**config.mk**
```make
export PLATFORM = sky130hd
export DESIGN_NAME = pulse_link_codec
export DESIGN_NICKNAME = d
export VERILOG_FILES = /design/src/rtl/plc_pkg.sv /design/src/rtl/plc_encoder.sv /design/src/rtl/plc_decoder.sv /design/src/rtl/pulse_link_codec.sv
export SDC_FILE = /design/constraint.sdc
export NUM_CORES = 1
export LEC_CHECK = 0
export ABC_AREA = 1
export BUFFER_PORTS_ARGS = -buffer_cell sky130_fd_sc_hd__buf_2
export CORE_AREA = 2 2 43 45
export DETAILED_ROUTE_END_ITERATION = 10
export DIE_AREA = 0 0 45 47
export PLACE_DENSITY = 0.66
export SYNTH_ARGS = -nofsm -noshare
export SYNTH_HDL_FRONTEND = slang
export SYNTH_SLANG_ARGS = --single-unit
export TNS_END_PERCENT = 10
```
**constraint.sdc**
```tcl
create_clock -name clk -period 3.4 [get_ports clk]
set_input_delay 0.85 -clock clk [delete_from_list [all_inputs] [get_ports clk]]
set_output_delay 0.85 -clock clk [all_outputs]
set_load 0.01 [all_outputs]
```
**src/rtl/plc_pkg.sv**
```systemverilog
package plc_pkg;

    typedef struct packed {
        logic set;
        logic clr;
    } plc_pulse_t;

    function automatic logic plc_legal(input plc_pulse_t p);
        return p.set ^ p.clr;
    endfunction

endpackage

```
**src/rtl/plc_encoder.sv**
```systemverilog
module plc_encoder
    import plc_pkg::*;
#(
    parameter int   REFRESH_CYCLES = 16,
    parameter logic DEFAULT_LEVEL  = 1'b1
) (
    input  logic       clk,
    input  logic       rst_n,
    input  logic       level_i,
    output plc_pulse_t pulse_o
);
    localparam int CW = (REFRESH_CYCLES > 1) ? $clog2(REFRESH_CYCLES) : 1;
    localparam logic [CW-1:0] LAST = CW'(REFRESH_CYCLES - 1);

    typedef struct packed {
        logic          level;
        logic [CW-1:0] idle;
        plc_pulse_t    pulse;
    } enc_state_t;

    enc_state_t st_d, st_q;

    always_comb begin
        st_d             = st_q;
        st_d.pulse.set   = 1'b0;
        st_d.pulse.clr   = 1'b0;
        st_d.level       = level_i;
        if (level_i != st_q.level) begin
            st_d.pulse.set = level_i;
            st_d.pulse.clr = ~level_i;
            st_d.idle      = '0;
        end else if (st_q.idle == LAST) begin
            st_d.pulse.set = st_q.level;
            st_d.pulse.clr = ~st_q.level;
            st_d.idle      = '0;
        end else begin
            st_d.idle = st_q.idle + 1'b1;
        end
    end

    always_ff @(posedge clk or negedge rst_n) begin
        if (!rst_n) begin
            st_q.level <= DEFAULT_LEVEL;
            st_q.idle  <= '0;
            st_q.pulse <= '0;
        end else begin
            st_q <= st_d;
        end
    end

    assign pulse_o = st_q.pulse;

    AST_NO_DOUBLE_PULSE: assert property (@(posedge clk) disable iff (!rst_n)
        !(pulse_o.set && pulse_o.clr));

    AST_EDGE_MAKES_PULSE: assert property (@(posedge clk) disable iff (!rst_n)
        (level_i != st_q.level) |=> (pulse_o.set == $past(level_i) && pulse_o.clr == !$past(level_i)));

endmodule

```
**src/rtl/plc_decoder.sv**
```systemverilog
module plc_decoder
    import plc_pkg::*;
#(
    parameter int   TIMEOUT_CYCLES = 80,
    parameter logic DEFAULT_LEVEL  = 1'b1
) (
    input  logic       clk,
    input  logic       rst_n,
    input  plc_pulse_t pulse_i,
    output logic       level_o,
    output logic       ok_o
);
    localparam int CW = (TIMEOUT_CYCLES > 1) ? $clog2(TIMEOUT_CYCLES) : 1;
    localparam logic [CW-1:0] LAST = CW'(TIMEOUT_CYCLES - 1);

    typedef struct packed {
        logic          level;
        logic          ok;
        logic [CW-1:0] quiet;
    } dec_state_t;

    dec_state_t st_d, st_q;

    always_comb begin
        st_d = st_q;
        if (plc_legal(pulse_i)) begin
            st_d.level = pulse_i.set;
            st_d.ok    = 1'b1;
            st_d.quiet = '0;
        end else if (st_q.quiet == LAST) begin
            st_d.level = DEFAULT_LEVEL;
            st_d.ok    = 1'b0;
        end else begin
            st_d.quiet = st_q.quiet + 1'b1;
        end
    end

    always_ff @(posedge clk or negedge rst_n) begin
        if (!rst_n) begin
            st_q.level <= DEFAULT_LEVEL;
            st_q.ok    <= 1'b0;
            st_q.quiet <= '0;
        end else begin
            st_q <= st_d;
        end
    end

    assign level_o = st_q.level;
    assign ok_o    = st_q.ok;

    AST_SET_LATCHES_HIGH: assert property (@(posedge clk) disable iff (!rst_n)
        (pulse_i.set && !pulse_i.clr) |=> (level_o && ok_o));

    AST_CLR_LATCHES_LOW: assert property (@(posedge clk) disable iff (!rst_n)
        (pulse_i.clr && !pulse_i.set) |=> (!level_o && ok_o));

    AST_BOTH_NO_CHANGE: assert property (@(posedge clk) disable iff (!rst_n)
        (pulse_i.set && pulse_i.clr) |=> (level_o == $past(level_o) || !ok_o));

    AST_FAULT_DEFAULT: assert property (@(posedge clk) disable iff (!rst_n)
        !ok_o |-> (level_o == DEFAULT_LEVEL));

endmodule

```
**src/rtl/pulse_link_codec.sv**
```systemverilog
module pulse_link_codec
    import plc_pkg::*;
#(
    parameter int   REFRESH_CYCLES = 16,
    parameter int   TIMEOUT_CYCLES = 80,
    parameter logic DEFAULT_LEVEL  = 1'b1
) (
    input  logic clk,
    input  logic rst_n,
    input  logic tx_level_i,
    output logic link_set_o,
    output logic link_clr_o,
    input  logic chan_set_i,
    input  logic chan_clr_i,
    output logic rx_level_o,
    output logic link_ok_o
);
    plc_pulse_t tx_pulse;
    plc_pulse_t rx_pulse;

    assign rx_pulse.set = chan_set_i;
    assign rx_pulse.clr = chan_clr_i;

    plc_encoder #(
        .REFRESH_CYCLES(REFRESH_CYCLES),
        .DEFAULT_LEVEL (DEFAULT_LEVEL)
    ) u_enc (
        .clk    (clk),
        .rst_n  (rst_n),
        .level_i(tx_level_i),
        .pulse_o(tx_pulse)
    );

    plc_decoder #(
        .TIMEOUT_CYCLES(TIMEOUT_CYCLES),
        .DEFAULT_LEVEL (DEFAULT_LEVEL)
    ) u_dec (
        .clk    (clk),
        .rst_n  (rst_n),
        .pulse_i(rx_pulse),
        .level_o(rx_level_o),
        .ok_o   (link_ok_o)
    );

    assign link_set_o = tx_pulse.set;
    assign link_clr_o = tx_pulse.clr;

endmodule

```
# ---- After elaboration in Yosys (flattened, before gate mapping)
# Cells that the tools add are included.
dict set report totals {
  ff_bits 16
  latch_bits 0
  ram_bits 0
  mem_bits_ro 0
  inputBits 5
  output_inout_bits 4
  elab_cells 23
  memories 0
}
dict set report op_classes {
  n_addsub 2
  n_mul 0
  div_mod_pow 0
  n_lt_le_gt_ge 0
  eq_ne 4
  n_shift 0
  n_mux 6
  bitwise_logic 3
  n_reduce_logical 1
}
# op count
set ops {}
lappend ops {{$mux W9} 1}
lappend ops {{$add A7 B1 Y7 const B} 1}
lappend ops {{$eq A7 B7 Y1 const B} 1}
lappend ops {{$mux W7} 1}
lappend ops {{$mux W6} 1}
lappend ops {{$add A4 B1 Y4 const B} 1}
lappend ops {{$eq A4 B4 Y1 const B} 1}
lappend ops {{$mux W2} 2}
lappend ops {{$mux W4} 1}
lappend ops {{$ne A2 B1 Y1 const B} 1}
lappend ops {{$not A1 Y1} 2}
lappend ops {{$reduce_bool A2 Y1} 1}
lappend ops {{$ne A1 B1 Y1} 1}
lappend ops {{$xor A1 B1 Y1} 1}

# ---- Depth between registers and ports, before layout
# Gate-level depths: netlist of run 1.
dict set report depth {
  depth_word 3
  depth_mapped 7
  ltp_nobuf 6
}

# ---- By module
# From an unflattened synthesis of run 1, not the netlist that was laid out.
dict set report unflattened {
  hier_cells 90
  hier_area_um2 794.5
}
# module instances cells_per_inst area_each_um2 seq_area_each_um2
set by_module_without_submodules {}
lappend by_module_without_submodules {plc_decoder 1 57 491.7 226.5}
lappend by_module_without_submodules {plc_encoder 1 33 302.8 176.4}

# ---- Least setup slack after synthesis of run 1
# No wires, ideal clock.
dict set report synth_timing {
  kind {input to register}
  from {in chan_set_i}
  to {reg u_dec.st_q[4] in the netlist's numbering}
  setup_ps 122
  arrival_time_ps 1563
  required_time_ps 3278
  setup_slack_ps 1715
  stages 6
  path_buffers 1
  path_cell_list {inv_1 ha_1 buf_4 inv_1 o21bai_1 nor2_1}
}
dict set report synth_between {
  elab_chain_cells 2
  word_cells_on_any_way 3
  classes_between {1 x eq/ne; 1 x mux; 1 x bitwise}
}
# item line_no
set synth_lines {}
lappend synth_lines {{from (decl)} pulse_link_codec.sv:13} ;# input logic chan_set_i,
lappend synth_lines {{$xor A1 B1 Y1 (*)} plc_pkg.sv:9} ;# return p.set ^ p.clr;
lappend synth_lines {{$ne A2 B1 Y1 (no source line) or $mux W9 (tied branches)} --}
lappend synth_lines {{to (signal assigned)} plc_decoder.sv:44} ;# st_q <= st_d;
lappend synth_lines {{to (decl)} plc_decoder.sv:22} ;# dec_state_t st_d, st_q;
# Mark *: on every way between the ends. The rest lies on a longest branch, timed or not.
# A chain may end at the register's enable or synchronous reset.

# ---- Final worst setup path of run 1
dict set report layout_timing {
  from {reg u_dec.st_q, in the netlist u_dec.level_o}
  to {out rx_level_o}
}
# item line_no
set layout_lines {}
lappend layout_lines {{to (decl)} pulse_link_codec.sv:15} ;# output logic rx_level_o,
# No word-level cell between the ends.

==> out/results.ini, run 1 <==
[run_status]
status=finished clean

[clock_tree]
clkLatencyLatePin_ns=0.27
htree_levels=1
clockRootBuffer=clkbuf_4
cts_setup_buffers=0
cts_inserted_buffers=3
clk_pin_slew_ns=0.08
clockBufferDepth=2
cts_tree=built
cts_resized=0
cts_hold_buffers=0
clock_sinks=16

[global_route]
grt_busiest_layer=met2
grtUsageMet2_pct=25.4
grt_pass1_wl_mm=2.01
met3_usage_pct=2.31
gr-total-overflow=0
grtUsageMet1_pct=14.3
grtUsageTotal_pct=13.5
antenna_found_initial=0
grt_max_degree=17
grt_pass1_vias=535

[routing]
vias_per_cell=4.99
drt_iter0_drc=4
drtAntennaViolNets=0
vias=549
post_drt_wl_per_cell_um=10.9
first_pass_iters=4
drc=0
routed_wl_mm=1.20

[pwr]
peakVddDrop_mv=0.231
switching_share_pct=24.8
p_leak_nw=0.435
p_total_uw=357
pwr-share-clk_pct=25.9
p_comb_share_pct=12.8
p_per_area_mw_per_mm2=424
switchingPower_uw=88.7
seqPwrFrac_pct=61.3
intPower_uw=269

[place]
dp_cells=107
dp.final_hpwl_um=964
place_area_sq_um=820
preCtsSetupSlack_ns=1.50
io_buffers=8
place_congestion=0.816

[final_layout]
syn2layout_area_growth_pct=9.97
final_cell_mix=18 x nand2_1, 14 x nor2_1, 14 x dfrtp_1
nNetsFinal=103
layoutNonFillerInstCount=110
mostFrequentLayoutCell=nand2_1
layout-drive-gt1-share_pct=23.7
final_core_util_pct=51.0
antenna-diode-count=0
design_area_sq_um=842

[synth]
synth_nets=91
yosysTopAreaCell=dfrtp_1
avgSynthCellArea_sq_um=9.23
ys_ff_latch=16
synthSimpleGateAreaFrac_pct=27.5
synth_top_family_by_area=simple AND/OR/NAND/NOR gates
synth_mux_area_share_pct=0
yosysUniqueCellTypes=22
synth_xor_area_share_pct=3.43
synthesis.area_sq_um=766
yosysWarnings=0
synth_fa_ha_area_share_pct=4.90
synth.top_cell.area_share_pct=45.8
synth-compound-area-share_pct=6.21
synthCells=83
synth_area_leaders=dfrtp_1 46%, nand2_1 8.8%, dfstp_2 6.9%, nor2_1 6.9%, ha_1 4.9%
seq_area_frac_synth_pct=52.6

[die]
die_h_um=47
start_util_pct=46.4
die_w_um=45
io-pin-count=9
core_area_sq_mm=0.00165
std_cell_rows=15
die_area_sq_mm=0.00212

[setup_path]
cp.required_ns=2.55
worst-setup-path-type=reg -> out
critPathBufInv=1
cp-startpoint=u_dec.level_o
cpMaxStageDelayCell=dfstp_2
rr_startpoint=u_dec.st_q[0]
cpLargestDelayFamily=flip-flops
startpoint_type=flop
cpPeakStageDelay_ns=0.54
end_kind=output port
cp_max_fo=2
arrival_ns=0.93
path_cells=buf_2

[sta]
timing.fmax_mhz=561
drv_slew=0
tns_ns=0
final_hold_viol_count=0
holdWs_ns=0.472
tightest_slew_ns=0.352
fin_crit_sh_pct=52.4
layout_setup_ws_ns=1.62
rsz0062_at_grt=false
period_minus_slack_ns=1.78
clock-skew-final_ns=0.000572
setup_viol=0
slew_headroom_pct=76.5

[job]
drv_cap=0

[worst_hold_path]
min_path_type=in -> async

metal layers:
metal / wire [um] / part of all wire [%]
met1: 517 / 43
met2: 635 / 53
met3: 31 / 2.6
met4: 13 / 1.1
met5: 0 / 0
sequential cells by signal, indices dropped and copies added, names as in the netlist:
signal	count
u_enc.pulse_o	2
u_dec.level_o	1
u_enc.st_q	5
u_dec.ok_o	1
u_dec.st_q	7
worst paths after layout:
check | to | slack [ns] | depth (start not counted)
min | u_dec.st_q[6] | 0.47 | 1
min reg2reg | u_enc.st_q[2] | 0.48 | 1
min in group clk | u_enc.st_q[2] | 0.48 | 1
max in group asynchronous | u_enc.st_q[6] | 2.63 | 1
max | rx_level_o | 1.62 | 1
max reg2reg | u_dec.st_q[0] | 2.21 | 6
cell type report:
type | instances | area, sq um
repair buffers | 8 | 40.0
fillers | 159 | 810
inverters | 9 | 33.8
well taps | 17 | 21.3
multi-input cells | 57 | 322
clock buffers | 3 | 22.5
flip-flops and latches | 16 | 403
cells in the mapped netlist (all sizes together):
cell	count
nand4	2
nand3b	1
buf	1
nor2	15
inv	9
xor2	2
o21ai	1
o21bai	2
a21oi	4
nand3	5
xnor2	1
dfstp	2
dfrtp	14
ha	3
nand2	20
nor3b	1
cell families after synthesis:
| kind of cell | after synthesis |
|---|---|
| AOI/OAI and AO/OA | 7 |
| xor gates and xnor gates | 3 |
| adders and majority gates | 3 |
| buffers and inverters | 10 |
| DFF | 16 |
| and+or+nand+nor | 44 |
power groups by stage:
stage	Sequential (mW)	Clock (mW)	Combinational, mW
after floorplan	0.222	0	0.0314
after global placement	0.222	0	0.0456
after detailed placement	0.223	0	0.0469
after CTS	0.219	0.0983	0.0471
after global routing	0.220	0.104	0.0540
final	0.219	0.0927	0.0456
Power figures use the tool's default switching activity.
==> inputs of run 2 (changes only) <==
- clock period: 3.4 -> 1.8 ns (I/O delays scaled with it)
==> run 2 against run 1 <==
Via count shrank 1.3%. Die area is the same. Critical path type unchanged. Critical path depth unchanged. Register-to-register slack got worse by 1.6 ns. Setup slack got worse by 1.2 ns. Final cell count up 1.8%. Utilization rose by 1.3 points. Critical endpoint unchanged. Sequential power increased by 89%. Largest power group unchanged.
==> out/results.ini, run 2 (synthesis results as in run 1) <==
[run_status]
status=finished clean

[clock_tree]
clk_pin_slew_ns=0.09  ; about the same
clockBufferDepth=2  ; unchanged
cts_tree=built
cts_inserted_buffers=3  ; unchanged
htree_levels=1  ; unchanged
clock_sinks=16  ; unchanged
cts_resized=0  ; unchanged
clockRootBuffer=clkbuf_4
cts_setup_buffers=0  ; unchanged
cts_hold_buffers=0  ; unchanged
clkLatencyLatePin_ns=0.28  ; about the same

[sta]
slew_headroom_pct=75.8  ; -0.75 points
rsz0062_at_grt=false
tightest_slew_ns=0.363  ; +0.0113 ns
fin_crit_sh_pct=77.8
clock-skew-final_ns=0.00144  ; +0.000868 ns
period_minus_slack_ns=1.40
timing.fmax_mhz=714
tns_ns=0  ; unchanged
setup_viol=0  ; unchanged
drv_slew=0  ; unchanged
final_hold_viol_count=0  ; unchanged

[global_route]
grt_pass1_vias=552  ; +3.2%
grt_max_degree=17  ; unchanged
antenna_found_initial=0  ; unchanged
gr-total-overflow=0  ; unchanged
grt_pass1_wl_mm=2.28  ; +13%
grtUsageTotal_pct=15.4  ; +2.0 points

[setup_path]
cpLargestDelayFamily=flip-flops
path_cells=buf_2
startpoint_type=flop
cpMaxStageDelayCell=dfstp_2
critPathBufInv=1  ; unchanged
end_kind=output port
cpPeakStageDelay_ns=0.54  ; about the same
arrival_ns=0.95  ; +0.02 ns
worst-setup-path-type=reg -> out
cp_max_fo=2  ; unchanged
rrSetupSlack_ns=0.61  ; -1.60 ns
cp.required_ns=1.35  ; -1.20 ns

[die]
std_cell_rows=15  ; unchanged
start_util_pct=46.4  ; unchanged
die_h_um=47  ; unchanged
die_area_sq_mm=0.00212  ; unchanged
core_area_sq_mm=0.00165  ; unchanged
die_w_um=45  ; unchanged
io-pin-count=9  ; unchanged

[final_layout]
syn2layout_area_growth_pct=12.7
n_fill_cell=156  ; -1.9%
mostFrequentLayoutCell=nand2_1
largest_reg_flops=7  ; unchanged
antenna-diode-count=0  ; unchanged
final_cell_mix=18 x nand2_1, 14 x nor2_1, 14 x dfrtp_1
seq_area_sq_um=403  ; unchanged
nNetsFinal=104  ; +0.97%
multiInputGateArea_sq_um=322  ; unchanged
regMostFlops=u_dec.st_q
layout-drive-gt1-share_pct=25.3  ; +1.6 points

[job]
drv_cap=0  ; unchanged

[routing]
post_drt_wl_per_cell_um=11.5  ; +5.7%
drt_iter0_drc=3  ; -1
drc=0  ; unchanged
routed_wl_mm=1.29  ; +7.6%
drtAntennaViolNets=0  ; unchanged
first_pass_iters=4  ; unchanged
vias_per_cell=4.84  ; -3.0%
vias=542  ; -1.3%

[pwr]
peakVddDrop_mv=0.352  ; +52%
p_leak_nw=0.447  ; +2.8%
p_total_uw=740  ; +110%
p_per_area_mw_per_mm2=857  ; +100%

[place]
place_congestion=0.751  ; -8.0%
io_buffers=8  ; unchanged
dp.final_hpwl_um=993  ; +3.0%

[worst_hold_path]
min_path_type=in -> async

## run 2: cell types whose count changed in the layout (fill, tap and decap cells not counted), sizes merged
cell	delta
buf	+1
clkbuf	+1
## run 2: metrics by stage
| stage | cell area [sq um] | hold WS, ns | utilization (%) | cells | setup WS, ns |
|---|---|---|---|---|---|
| 2_1_floorplan | 766 | 0.154 | - | 83 | 0.515 |
| 3_3_place_gp | 827 | 0.385 | 50.1 | 108 | 0.485 |
| 3_5_place_dp | 827 | 0.387 | 50.1 | 108 | 0.462 |
| 4_1_cts | 863 | 0.0624 | 52.3 | 112 | 0.378 |
| 5_1_grt | 863 | 0.0801 | 52.3 | 112 | 0.359 |
| 6_report | 863 | 0.0597 | 52.3 | 112 | 0.400 |
## run 2: cell type report
class | count | area share [%]
inverters | 9 | 3.91
multi-input cells | 57 | 37.2
well taps | 17 | 2.46
flip-flops and latches | 16 | 46.7
repair buffers | 9 | 5.51
clock buffers | 4 | 4.20
## run 2: per-layer routing
layer  vias up  track usage, %  routed length, um
met1       246            17.5                559
met4         0            10.6                 33
met2         5            26.9                663
li1        287               -                  -
met5         -               0                  0
met3         4            2.31                 32
## run 2: power breakdown
group          switching, mW  total (mW)  internal (mW)
Combinational         0.0490      0.0891         0.0402
Clock                  0.115       0.238          0.123
Sequential            0.0214       0.413          0.392
Total                  0.185       0.740          0.555
## run 2: worst paths after layout
kind / endpoint / start / cells after the start
setup reg to reg: u_dec.st_q[1] / u_dec.st_q[0] / 6
setup / recovery: rx_level_o / u_dec.level_o / 1
max in group asynchronous: u_enc.st_q[6] / rst_n / 1
hold / removal: u_dec.st_q[6] / rst_n / 1
hold reg to reg: u_enc.st_q[2] / u_enc.st_q[2] / 1
min in group clk: u_enc.st_q[6] / tx_level_i / 1
## run 2: worst register-to-register path, cell delays in order (launching register included)
cell and delay (ns):
dfrtp_1 0.40, ha_1 0.22, nand3_2 0.14, inv_2 0.12, nand2_4 0.09, nand3_1 0.07, nand2_1 0.05
